`src/rtl/eea_pkg.sv`:
```
package eea_pkg;
   localparam int TAG_LSB  = 0;
   localparam int TAG_W    = 8;
   localparam int PAR_BIT  = 8;
   localparam int FLG_LSB  = 9;
   localparam int FLG_W    = 8;
   localparam int SUM_LSB  = 17;
   localparam int BUF_LSB  = 19;
   localparam int BUF_W    = 2;
   // flag positions inside the flag field, relative to FLG_LSB
   localparam int F_PARITY = 0;
   localparam int F_SYNC   = 1;
   localparam int F_OVF    = 2;
   localparam int F_INVAL  = 3;
   localparam int F_LOCAL  = 4;
endpackage

```
`src/rtl/eea_side_latch.sv`:
```
module eea_side_latch #(
   parameter int DEC_W = 32
) (
   input  logic               clk,
   input  logic               rst_n,
   input  logic [DEC_W+1:0]   word,
   input  logic               release_i,
   output logic               have,
   output logic               buf_bit,
   output logic [DEC_W-1:0]   dec
);
   localparam int STB = DEC_W + 1;
   localparam int BB  = DEC_W;

   always_ff @(posedge clk) begin
      if (!rst_n) begin
         have    <= 1'b0;
         buf_bit <= 1'b0;
         dec     <= '0;
      end else if (word[STB]) begin
         have    <= 1'b1;
         buf_bit <= word[BB];
         dec     <= word[DEC_W-1:0];
      end else if (release_i) begin
         have    <= 1'b0;
      end
   end

   a_r9_strobe_captures: assert property (@(posedge clk) disable iff (!rst_n)
      word[STB] |=> have)
      else $error("side strobe not captured");
endmodule

```
`src/rtl/eea_parity_acc.sv`:
```
module eea_parity_acc #(
   parameter int DATA_W     = 21,
   parameter int NUM_SLICES = 12
) (
   input  logic                  clk,
   input  logic                  rst_n,
   input  logic                  add,
   input  logic                  clr,
   input  logic [DATA_W-1:0]     data,
   input  logic [NUM_SLICES-1:0] route,
   output logic                  total,
   output logic [NUM_SLICES-1:0] slice
);
   logic word_par;
   assign word_par = ^data;

   always_ff @(posedge clk) begin
      if (!rst_n || clr) total <= 1'b0;
      else if (add)      total <= total ^ word_par;
   end

   for (genvar s = 0; s < NUM_SLICES; s++) begin : g_slice
      always_ff @(posedge clk) begin
         if (!rst_n || clr)       slice[s] <= 1'b0;
         else if (add && route[s]) slice[s] <= slice[s] ^ word_par;
      end
   end

   a_r10_acc_cleared: assert property (@(posedge clk) disable iff (!rst_n)
      (clr && !add) |=> (!total && slice == '0))
      else $error("parity not restarted");
endmodule

```
`src/rtl/eea_trig_reduce.sv`:
```
module eea_trig_reduce #(
   parameter int DEC_W   = 64,
   parameter int NUM_SUM = 2
) (
   input  logic [DEC_W-1:0]         dec,
   input  logic [NUM_SUM*DEC_W-1:0] mask,
   output logic [NUM_SUM-1:0]       sum
);
   for (genvar k = 0; k < NUM_SUM; k++) begin : g_sum
      assign sum[k] = |(dec & mask[k*DEC_W +: DEC_W]);
   end
endmodule

```
`src/rtl/ee_trailer_builder.sv`:
```
module ee_trailer_builder
   import eea_pkg::*;
#(
   parameter int DATA_W       = 21,
   parameter int NUM_SLICES   = 12,
   parameter int DEC_PER_SIDE = 32,
   parameter int NUM_SUM      = 2
) (
   input  logic                          clk,
   input  logic                          rst_n,
   input  logic                          trk_valid,
   input  logic [DATA_W-1:0]             trk_data,
   input  logic                          trk_eoe,
   input  logic [NUM_SLICES-1:0]         trk_route,
   output logic                          trk_ready,
   input  logic [DEC_PER_SIDE+1:0]       side_a_word,
   input  logic [DEC_PER_SIDE+1:0]       side_b_word,
   input  logic                          fifo_full,
   input  logic                          bad_data,
   input  logic [NUM_SUM*2*DEC_PER_SIDE-1:0] sum_mask,
   output logic                          ee_valid,
   output logic [DATA_W-1:0]             ee_data,
   output logic [NUM_SLICES-1:0]         ee_slice_par
);
   localparam int DEC_W = 2 * DEC_PER_SIDE;

   if (DATA_W != BUF_LSB + BUF_W) begin : g_chk_w
      $error("DATA_W must match the trailer layout");
   end
   if (NUM_SUM != BUF_LSB - SUM_LSB) begin : g_chk_sum
      $error("NUM_SUM must fill the summary field");
   end
   if (NUM_SLICES < 1) begin : g_chk_sl
      $error("NUM_SLICES must be positive");
   end

   logic              pending;
   logic [DATA_W-1:0] hold;
   logic              emit, take_trk, take_eoe;
   logic              a_have, b_have, a_buf, b_buf;
   logic [DEC_PER_SIDE-1:0] a_dec, b_dec;
   logic              acc_total;
   logic [NUM_SLICES-1:0] acc_slice;
   logic [NUM_SUM-1:0] sum;
   logic              ovf_q, inv_q;
   logic [FLG_W-1:0]  flags_new;
   logic              par_err, sync_err;

   assign trk_ready = !pending;
   assign take_trk  = trk_valid && trk_ready && !trk_eoe;
   assign take_eoe  = trk_valid && trk_ready && trk_eoe;
   assign emit      = pending && a_have && b_have;

   eea_side_latch #(.DEC_W(DEC_PER_SIDE)) u_side_a (
      .clk(clk), .rst_n(rst_n), .word(side_a_word), .release_i(emit),
      .have(a_have), .buf_bit(a_buf), .dec(a_dec));

   eea_side_latch #(.DEC_W(DEC_PER_SIDE)) u_side_b (
      .clk(clk), .rst_n(rst_n), .word(side_b_word), .release_i(emit),
      .have(b_have), .buf_bit(b_buf), .dec(b_dec));

   eea_parity_acc #(.DATA_W(DATA_W), .NUM_SLICES(NUM_SLICES)) u_par (
      .clk(clk), .rst_n(rst_n), .add(take_trk), .clr(emit),
      .data(trk_data), .route(trk_route),
      .total(acc_total), .slice(acc_slice));

   eea_trig_reduce #(.DEC_W(DEC_W), .NUM_SUM(NUM_SUM)) u_sum (
      .dec({b_dec, a_dec}), .mask(sum_mask), .sum(sum));

   // trailer holding register and wait state
   always_ff @(posedge clk) begin
      if (!rst_n) begin
         pending <= 1'b0;
         hold    <= '0;
      end else if (take_eoe) begin
         pending <= 1'b1;
         hold    <= trk_data;
      end else if (emit) begin
         pending <= 1'b0;
      end
   end

   // sticky per-event error sources
   always_ff @(posedge clk) begin
      if (!rst_n) begin
         ovf_q <= 1'b0;
         inv_q <= 1'b0;
      end else if (emit) begin
         ovf_q <= fifo_full;
         inv_q <= bad_data;
      end else begin
         ovf_q <= ovf_q | fifo_full;
         inv_q <= inv_q | bad_data;
      end
   end

   always_comb begin
      par_err  = acc_total != hold[PAR_BIT];
      sync_err = {b_buf, a_buf} != hold[BUF_LSB +: BUF_W];
      flags_new = hold[FLG_LSB +: FLG_W];
      flags_new[F_PARITY] = flags_new[F_PARITY] | par_err;
      flags_new[F_SYNC]   = flags_new[F_SYNC]   | sync_err;
      flags_new[F_OVF]    = flags_new[F_OVF]    | ovf_q;
      flags_new[F_INVAL]  = flags_new[F_INVAL]  | inv_q;
   end

   always_ff @(posedge clk) begin
      if (!rst_n) begin
         ee_valid     <= 1'b0;
         ee_data      <= '0;
         ee_slice_par <= '0;
      end else begin
         ee_valid <= emit;
         if (emit) begin
            ee_data[TAG_LSB +: TAG_W]  <= hold[TAG_LSB +: TAG_W];
            ee_data[PAR_BIT]           <= acc_total;
            ee_data[FLG_LSB +: FLG_W]  <= flags_new;
            ee_data[SUM_LSB +: NUM_SUM] <= sum;
            ee_data[BUF_LSB +: BUF_W]  <= hold[BUF_LSB +: BUF_W];
            ee_slice_par               <= acc_slice;
         end
      end
   end

   a_r10_single_pulse: assert property (@(posedge clk) disable iff (!rst_n)
      ee_valid |=> !ee_valid)
      else $error("trailer valid longer than one cycle");

   a_r9_stall_after_trailer: assert property (@(posedge clk) disable iff (!rst_n)
      take_eoe |=> !trk_ready)
      else $error("track stream not stalled after trailer");

   a_r6_flags_carried: assert property (@(posedge clk) disable iff (!rst_n)
      ee_valid |-> ((ee_data[FLG_LSB +: FLG_W] & $past(hold[FLG_LSB +: FLG_W]))
                    == $past(hold[FLG_LSB +: FLG_W])))
      else $error("incoming flag dropped");
endmodule

```
`config.mk`:
```
export PLATFORM = sky130hd
export DESIGN_NAME = ee_trailer_builder
export DESIGN_NICKNAME = d
export VERILOG_FILES = /design/src/rtl/eea_pkg.sv /design/src/rtl/eea_side_latch.sv /design/src/rtl/eea_parity_acc.sv /design/src/rtl/eea_trig_reduce.sv /design/src/rtl/ee_trailer_builder.sv
export SDC_FILE = /design/constraint.sdc
export NUM_CORES = 1
export LEC_CHECK = 0
export BUFFER_PORTS_ARGS = -buffer_cell sky130_fd_sc_hd__buf_2
export CORE_ASPECT_RATIO = 1.25
export CORE_UTILIZATION = 30
export CTS_BUF_LIST = sky130_fd_sc_hd__clkbuf_4
export DETAILED_ROUTE_END_ITERATION = 12
export PLACE_DENSITY = 0.61
export SLEW_MARGIN = 20
export SYNTH_ARGS = -nofsm -noshare
export SYNTH_HDL_FRONTEND = slang
export SYNTH_SLANG_ARGS = --single-unit
```
`constraint.sdc`:
```
create_clock -name clk -period 5.2 [get_ports clk]
set_input_delay 1.04 -clock clk [delete_from_list [all_inputs] [get_ports clk]]
set_output_delay 1.04 -clock clk [all_outputs]
set_load 0.01 [all_outputs]
```
Yosys cells after proc, flatten, opt, wreduce, memory -nomap -nowiden
Index checks and enable logic that the tools add are counted.
{ "totals": {"out_inout_bits": 35, "wordCells": 82, "inputBits": 235, "regBits": 139} }
{ "op_classes": {"n_bitwise": 21, "muxes": 6, "reduce_logical": 27, "n_eq_ne": 2} }
{ "ops": {"columns": ["op", "n"], "rows": [
  ["64-bit AND", 2],
  ["64-bit OR reduction", 2],
  ["21-bit parity", 1],
  ["1-bit logical AND", 17],
  ["1-bit bitwise XOR", 13],
  ["1-bit two-way mux", 6],
  ["1-bit OR", 6],
  ["2-bit nonzero test", 3],
  ["1-bit logical NOT", 3],
  ["2-bit inequality test", 1],
  ["1-bit logical OR", 1],
  ["1-bit inequality test", 1]
]} }

Logic depth before layout (Yosys ltp)
Gate-level depths: netlist of the first run.
{ "logic_depth": {"depth_word": 4, "mapped_depth": 7, "mapped_depth_nobuf": 5} }

By module
A second synthesis of the first run with hierarchy kept.
{ "hier_totals": {"hier_cells": 651, "area_unflattened_um2": 6508.7} }
{ "by_module_without_submodules": {"columns": ["module", "area_each_um2", "n_inst", "cells_each", "seq_area_each_um2"], "rows": [
  ["eea_side_latch", 1313.8, 2, 109, 680.7],
  ["ee_trailer_builder", 2128.3, 1, 243, 1121.1],
  ["eea_parity_acc", 1033.5, 1, 116, 260.2],
  ["eea_trig_reduce", 719.4, 1, 74, 0.0]
]} }

Least setup slack after synthesis of the first run
OpenSTA, ideal clock, no wires.
{ "synth_timing": {"path_type": "input port to flip-flop", "startpoint": "in trk_data[16]", "endpoint": "reg u_par.slice[0]", "required_ns": 5.128, "n_path_buf": 1, "setup_slack_ns": 2.528, "path_stages": 6, "t_arrival_ns": 2.600, "setup_time_ns": 0.072, "path_cell_list": "xnor3_1 xnor3_1 xnor3_2 buf_6 mux2i_1 mux2i_1"} }
{ "synth_via": {"elab_chain_cells": 2} }
{ "synth_rtl": {"columns": ["item", "line_no", "text"], "rows": [
  ["start: declaration", "ee_trailer_builder.sv:12", "input logic [DATA_W-1:0] trk_data,"],
  ["21-bit parity", "eea_parity_acc.sv:15", "assign word_par = ^data;"],
  ["1-bit bitwise XOR", "eea_parity_acc.sv:25", "else if (add && route[s]) slice[s] <= slice[s] ^ word_par;"],
  ["end signal: indexed assignment", "eea_parity_acc.sv:25", null],
  ["end: declaration", "eea_parity_acc.sv:12", "output logic [NUM_SLICES-1:0] slice"]
]} }
Every way passes these cells.
A chain may end at the register's enable or synchronous reset.

Worst setup path after layout of the first run
{ "layout_timing": {"startpoint": "in trk_data[16]", "endpoint": "reg u_par.slice[5]"} }
The elaborated chain is that of the path after synthesis.

==> run summary, run 1 <==
Once the clock tree was built, the resizer swapped 0 gates to a different size. The most area-hungry cell type in the Yosys netlist was sky130_fd_sc_hd__dfxtp_1. Total power for the finished layout comes to 2.28 mW.

For this design, the CTS-stage hold fixing added 0 buffers. TritonCTS built the clock tree. Of all nets on the critical path, the largest fanout is 13. The final critical-path required period is 2510 ps.

The synthesized netlist occupies a cell area of 5810 sq um. The analysis attributes to cell leakage a power of 3.62 nW. The flow ran to the end, and the final reports show no timing, DRC or antenna violations.

The final max-slew violation count was 0. met2 is the most crowded layer. Relative to the synthesized area, the layout overhead comes to 31.3%.

The last weighted congestion value of the routability-driven placer is 0.791, and the clock slew seen by the registers of the worst setup and hold paths is 130 ps. The critical path in this run is classified as input port to flop. In the layout the commonest cells are 269 x sky130_fd_sc_hd__buf_2, 137 x sky130_fd_sc_hd__dfxtp_1, 92 x sky130_fd_sc_hd__mux2i_1.

The tools report the hold violation count in the final report as 0. The data arrival time of the worst path is 2960 ps. For the half-perimeter wire length after detailed placement, the log shows 15400 um. The run gives 36.5% as the met2 demand-to-capacity share in global routing. The I/O pin count is 270. Of the total power, the share spent switching nets is 30.7%. The via count of the first global-routing pass came out at 5196. Combinational logic is responsible for 19.3% of the overall power. The library cell used most frequently in the layout, excluding fill and tap cells, is sky130_fd_sc_hd__buf_2.

During synthesis, Yosys emitted a total of 0 warnings. The routed design has 20300 um of wire. TritonCTS created 17 clock buffers. No sink is reached through more buffers than the 2 on the longest clock path. The core region is 18800 sq um.

The placed instances occupy a cell area of 7360 sq um. The iteration-0 DRC count of the detailed router is 239, and the CTS sink count is 137. The largest net degree at the start of global routing was 88. Global routing used 23.9% of the available met1 tracks. The power per unit of standard cell area came out at 299 nW/um^2. In the routed layout, each cell is associated on average with a via count of 4.96.

Fmax: 398 MHz. Setup repair after global routing left no endpoint under its margin. Of the post-synthesis cell area, the dominant cell type holds 47.2%.

Measured along the x axis, the die boundary spans 126 um. When the netlist entered floorplanning its net count stood at 825. The worst min-delay path category was flop to flop. The tools report the clock root buffer master as sky130_fd_sc_hd__clkbuf_4. The count of buffers inserted at the top-level ports is 269, and the worst setup slack after placement is 2140 ps.

The sequential share of power is 51.0%. The number of fill cells was 1933; the post-layout net count was 1083. The run gives 1096 as the number of standard cells in the layout, taps in and fillers out. The mean post-synth cell area works out to 9.84 sq um.

After technology mapping, the gate count stands at 590. The run gives 26.9 ps as the final worst clock skew. The count of nets left with antenna violations once routing finished came out at 0.

The maximum VDD drop is 123 uV. The logs give 5.51% for the global-route track usage on met3 and 2690 ps for the worst path setup slack after routing. Total number of vias: 5433. Final instance area: 7620 sq um.

The run gives 4 as the number of levels in the clock H-tree. The wire length per cell works out to 18.5 um. The worst setup path is launched from an input port. The headroom to the max-slew limit was 33.1%; the share of post-route cells with drive strength above 1 was 36.0%. Global routing used 20.5% of the available tracks. After global routing the overflow that remains totals 0.

Once placement completed, the tool counted placed cells totaling 1061. The cell row count came out at 56. After layout, the worst path uses 48.3% of the clock period. The analysis attributes to net switching a power of 700 uW.

Summed over all failing endpoints, the final setup total negative slack is 0 ps. Cell internal power was estimated by the tool at 1.58 mW. Final hold analysis gives a worst-case slack of 447 ps.

The remaining routing DRC violations was 0. The first-pass GRT wire length was 29800 um; the vertical die dimension was 158 um. The clock network burns 29.7% of the power. STA puts the critical path data required time at 5650 ps. The initial utilization of the core area, before any placement, comes to 30.8%. For the pin with the worst max-slew slack, the measured transition is 1000 ps.

The register area share after synthesis is 47.2%. The pre-antenna-repair detailed-routing pass consisted of 5 iterations. The die covers 19900 sq um. The total setup violations reported at the end of the flow is 0.

Counting flops and latches in the post-synthesis netlist gives 137. The worst setup path is captured at a flop. In the post-synthesis netlist, the biggest area contributors are sky130_fd_sc_hd__dfxtp_1 47%, sky130_fd_sc_hd__mux2i_1 16%, sky130_fd_sc_hd__a22o_1 9.7%.

The run gives 40.5% as the final core utilization. The run gives 530 ps as the later-pin clock latency in the skew report. Synthesis instantiated 26 different standard cells from the library. The tools report the initial antenna violation count as 4. After clock tree synthesis, the setup repair step added 0 buffers. Max-cap violations in this run came to 0.
worst paths after layout:
kind | from | endpoint | slack [ps] | cells past startpoint
min reg2reg | ee_data[11]$_SDFFE_PN0P_ | ee_data[11]$_SDFFE_PN0P_ | 450 | 2
max reg2reg | u_side_a.dec[18]$_SDFFE_PN0P_ | ee_data[18]$_SDFFE_PN0P_ | 3000 | 5
max | trk_data[16] | u_par.slice[5]$_SDFFE_PP0P_ | 2690 | 6
min | ee_data[11]$_SDFFE_PN0P_ | ee_data[11]$_SDFFE_PN0P_ | 450 | 2
power by group through the flow:
stage	registers, mW	clock network (mW)	logic, mW
2_1_floorplan	1.16	0	0.292
3_5_place_dp	1.19	0	0.448
5_1_grt	1.17	0.755	0.482
4_1_cts	1.16	0.709	0.450
3_3_place_gp	1.19	0	0.443
6_report	1.16	0.678	0.440
cells in the mapped netlist:
master                     count
sky130_fd_sc_hd__inv_1         1
sky130_fd_sc_hd__dfxtp_1     137
sky130_fd_sc_hd__o31ai_1       1
sky130_fd_sc_hd__nor3b_1       1
sky130_fd_sc_hd__and3_1        1
sky130_fd_sc_hd__xnor2_1      10
sky130_fd_sc_hd__a21oi_1      20
sky130_fd_sc_hd__a221oi_1     32
sky130_fd_sc_hd__nor2_1       68
sky130_fd_sc_hd__o21ai_0       4
sky130_fd_sc_hd__clkbuf_1     32
sky130_fd_sc_hd__nand3_1      26
sky130_fd_sc_hd__or4_1         2
sky130_fd_sc_hd__xor2_1        4
sky130_fd_sc_hd__and2_1        1
sky130_fd_sc_hd__buf_1         3
sky130_fd_sc_hd__a22o_1       64
sky130_fd_sc_hd__inv_2         1
sky130_fd_sc_hd__xnor3_1       3
sky130_fd_sc_hd__xor3_1        1
sky130_fd_sc_hd__mux2i_1      92
sky130_fd_sc_hd__buf_6         1
sky130_fd_sc_hd__nand2b_1     13
sky130_fd_sc_hd__nand4_1       8
sky130_fd_sc_hd__nand2_1      63
sky130_fd_sc_hd__xnor3_2       1
critical path: stages:
cell                      delay (ps)
sky130_fd_sc_hd__buf_2           100
sky130_fd_sc_hd__xnor3_1         360
sky130_fd_sc_hd__xnor3_1         250
sky130_fd_sc_hd__xnor3_2         710
sky130_fd_sc_hd__mux2i_1         280
sky130_fd_sc_hd__mux2i_1         200
logic make-up after synthesis:
family                    Yosys count  share of synthesized area, %
AOI/OAI and AO/OA                 121                          16.7
xor gates and xnor gates           19                          4.09
buffers and inverters              38                          2.59
DFF                               137                          47.2
muxes                              92                          15.9
and+or+nand+nor                   183                          13.6
state kept, by name, summed over array words and instances (netlist names), 12 cells and up:
name          flops
ee_slice_par     12
u_side_a.dec     32
ee_data          21
hold             19
u_par.slice      12
u_side_b.dec     32
metal layers:
layer	up-vias	part of all wire (%)
met4	0	1.5
met3	14	5.7
met1	2523	43
met2	217	50
met5	-	0
li1	2679	-
area by class of cell:
class / count / area, sq um / share of cell area (%)
Sequential cell: 137 / 2740 / 36.0
Multi-Input combinational cell: 415 / 2920 / 38.3
Clock inverter: 13 / 119 / 1.56
Tap cell: 232 / 290 / 3.81
Antenna cell: 3 / 7.51 / 0.0985
Inverter: 2 / 7.51 / 0.0985
Clock buffer: 19 / 143 / 1.87
Timing Repair Buffer: 275 / 1390 / 18.2
(Power assumes the default switching activity.)
==> run 2: changes to the inputs <==
--- a/config.mk
+++ b/config.mk
@@ -5,12 +5,13 @@
 export SDC_FILE = /design/constraint.sdc
 export NUM_CORES = 1
 export LEC_CHECK = 0
+export ABC_AREA = 1
 export BUFFER_PORTS_ARGS = -buffer_cell sky130_fd_sc_hd__buf_2
 export CORE_ASPECT_RATIO = 1.25
 export CORE_UTILIZATION = 30
 export CTS_BUF_LIST = sky130_fd_sc_hd__clkbuf_4
 export DETAILED_ROUTE_END_ITERATION = 12
-export PLACE_DENSITY = 0.61
+export PLACE_DENSITY = 0.6
 export SLEW_MARGIN = 20
 export SYNTH_ARGS = -nofsm -noshare
 export SYNTH_HDL_FRONTEND = slang
==> constraint.sdc (replaced) <==
create_clock -name clk -period 2.5 [get_ports clk]
set_input_delay 0.5 -clock clk [delete_from_list [all_inputs] [get_ports clk]]
set_output_delay 0.5 -clock clk [all_outputs]
set_load 0.01 [all_outputs]
==> run summary, run 2 <==
The flow ran to the end, and the final reports show no timing, DRC or antenna violations. The number of nets in the synthesized netlist is 1074. After detailed routing, the number of remaining DRC violations is 0.

With fillers left out, the area of the finished cells amounts to 7880 sq um. The final critical-path required period is 1750 ps, and the via count of the first global-routing pass is 6113. For the total wirelength of the detailed-routed design, the log shows 20800 um. Setup repair after global routing left no endpoint under its margin. The congestion estimate from routability-driven global placement came to 0.833. The power per unit of standard cell area was 619 nW/um^2. Max-cap violations in this run came to 0. The standby leakage power is 3.89 nW, and the CTS sink count is 137. In the global route stage, overall resource usage came out at 20.8%. Yosys mapped a number of flops with a built-in enable equal to 0. The clock slew seen by the registers of the worst setup and hold paths was 130 ps; the wire length per cell was 15.0 um.

Leaving out fill and tap cells, the most frequent cells in the layout are 269 x sky130_fd_sc_hd__buf_2, 213 x sky130_fd_sc_hd__nand2_1, 159 x sky130_fd_sc_hd__nor2_1. The run gives 5910 sq um as the cell area after technology mapping. Headroom to the max-slew limit came out at 51.4%. The placed instances occupy a cell area of 7540 sq um. The most numerous cell in the Yosys netlist was sky130_fd_sc_hd__nand2_1. The iteration count of the initial detailed-routing pass was 4; the number of instances resized during post-cts repair was 0. The run gives 27 as the number of distinct library cells after synthesis.

The capturing point of the worst reg2reg path is hold[15]$_SDFFE_PN0P_. After synthesis, the cell types taking the most area are sky130_fd_sc_hd__dfxtp_1 46%, sky130_fd_sc_hd__nand2_1 14%, sky130_fd_sc_hd__nor2_1 10%. For the final worst clock skew, the log shows 23.2 ps. After synthesis, the share of flip-flops with an asynchronous set or reset is 0%.

The critical path required time was 2910 ps. The clock passes through at most 2 buffers. After layout, the worst path uses 70.1% of the clock period. Hold violation count in the final report: 0. For the worst-skew pair, the clock arrives at the later sink with an insertion delay of 530 ps.

Once detailed placement completed, the half-perimeter wirelength came to 16100 um. Clock tree synthesis inserted a total of 17 buffers. The tools report the worst flop-to-flop path startpoint as pending$_SDFFE_PN0P_. Launch instance of the worst min-delay path: side_b_word[17]. Ranked by instance count, the synthesized netlist is headed by 213 x sky130_fd_sc_hd__nand2_1, 159 x sky130_fd_sc_hd__nor2_1, 137 x sky130_fd_sc_hd__dfxtp_1, 107 x sky130_fd_sc_hd__o21ai_0, 47 x sky130_fd_sc_hd__inv_1. The class of the most critical setup path was flop to flop. VDD sags by at most 323 uV. The iteration-0 DRC count of the detailed router is 388, and the data arrival time of the worst path is 2160 ps.

Of all cell types, the one taking the most synthesized area is sky130_fd_sc_hd__dfxtp_1. After technology mapping, the gate count stands at 839. For hold timing, the worst endpoint is u_side_b.dec[17]$_SDFFE_PN0P_. The share of post-route cells with drive strength above 1 was 29.4%; the number of instances on the worst hold path was 3. The area growth from synthesis to layout is 33.4%. The number of levels in the clock H-tree was 4; the post-layout net count was 1342. The mean post-synth cell area was 7.04 sq um.

The first global-routing pass estimated 31800 um of wire. For the count of antenna-violating nets left after detailed routing, the log shows 0. The startpoint type of the worst setup path is a flop. Setup violations remaining at the end of the flow were counted as 0. Sequential cells were found to cover 46.4% of the synthesized design area. The register bit count reported by yosys is 137, and the I/O pin count is 270.

The worst register-to-register path has a setup slack of 750 ps. The floorplan step defined a die boundary enclosing 20300 sq um. Among all flip-flop cells after synthesis, the most frequent one is sky130_fd_sc_hd__dfxtp_1. The logs give 175 ps for the worst hold slack across all endpoints and 4.87 mW for the power after layout. For this configuration, the core starts out at a cell density of 30.5%. The actual transition at the worst max-transition pin was 727 ps; the largest net degree at the start of global routing was 59. The standard cell core area came out at 19400 sq um. Static timing analysis puts the maximum clock frequency at 571 MHz. The initial antenna violation count was 3. For the final max-slew violation count, the log shows 0. The top cell type by area accounts for 46.4% of the synthesized area. The post-CTS setup-driven buffer insertion count was 0. Most common library cell in the layout ignoring fill and taps: sky130_fd_sc_hd__buf_2. Cell row count: 57. After detailed routing, the number of vias per cell comes to 4.61.

The min-delay analysis places its worst path in the category input port to flop. The nature of the critical path endpoint is a flop. For the final routed database, the setup TNS stands at 0 ps. Counting the fill cells in the layout gives 2153. After clock tree synthesis, the flow added hold-fix buffers numbering 0. In this run the worst path has a maximum fanout of 19. Summed over all layers, the global routing overflow is 0.

In the final layout, the registers with the most flip-flops are u_side_a.dec: 32 flops, u_side_b.dec: 32 flops, ee_data: 21 flops. The count of buffers inserted at the top-level ports came out at 269. TritonCTS built the clock tree. In this run the clock root is driven by a sky130_fd_sc_hd__clkbuf_4.

The vertical die dimension works out to 159 um. The depth of the worst register-to-register path is 5, and the horizontal die dimension is 128 um. Total number of vias: 6385. Yosys printed 0 warnings.
==> run 2: final cells by class <==
class / instances / area [sq um] / share of cell area, %
multi-input combinational: 619 / 2830 / 35.9
sequential: 137 / 2740 / 34.8
timing repair buffer: 282 / 1440 / 18.3
tap: 265 / 332 / 4.21
clock inverter: 12 / 199 / 2.52
inverter: 50 / 188 / 2.38
clock buffer: 19 / 143 / 1.81
antenna: 1 / 2.50 / 0.0318
==> run 2: layer usage <==
layer	wire, um	vias up	global-route usage (%)
met5	20	-	0
met4	633	4	8.50
met3	1270	37	6.20
met2	10700	228	37.6
met1	8130	2816	22.3
li1	-	3300	-
==> run 2: kinds of logic (layout without fill, tap and decap cells) <==
family	count (synthesis)	count (layout)	share of synthesized area (%)
XOR/XNOR	2	2	0.297
AO/OA/AOI/OAI	187	187	18.2
flip-flops	137	137	46.4
buffers and inverters	83	363	5.65
AND/OR/NAND/NOR	430	430	29.4
other	0	1	0
==> run 2: critical path, cell delays in order, from the launching register on <==
cell and delay (ps):
sky130_fd_sc_hd__dfxtp_1 330, sky130_fd_sc_hd__inv_1 140, sky130_fd_sc_hd__nand3_1 540, sky130_fd_sc_hd__buf_4 400
sky130_fd_sc_hd__o21ai_0 180, sky130_fd_sc_hd__a21oi_1 60
==> run 2: power breakdown <==
group          internal, mW  switching (mW)
sequential             2.30          0.0856
clock                 0.911           0.850
combinational         0.316           0.410
==> run 2: worst max-delay path by stage <==
| stage | slack, ps | depth (start not counted) | start | endpoint |
|---|---|---|---|---|
| after global placement | 470 | 16 | trk_data[9] | u_par.slice[5]$_SDFFE_PP0P_ |
| after global routing | 570 | 5 | pending$_SDFFE_PN0P_ | hold[15]$_SDFFE_PN0P_ |
| final | 750 | 5 | pending$_SDFFE_PN0P_ | hold[15]$_SDFFE_PN0P_ |
| after CTS | 750 | 5 | pending$_SDFFE_PN0P_ | hold[15]$_SDFFE_PN0P_ |
| after floorplan | 820 | 15 | trk_data[9] | u_par.slice[11]$_SDFFE_PP0P_ |
| after detailed placement | 410 | 16 | trk_data[9] | u_par.slice[9]$_SDFFE_PP0P_ |
==> run 2: metrics by stage <==
step	setup WS (ps)	cells	util (%)
floorplan	825	839	-
global placement	474	1353	38.9
detailed placement	410	1353	38.9
CTS	749	1384	40.6
global route	566	1385	40.6
finish	748	1385	40.6
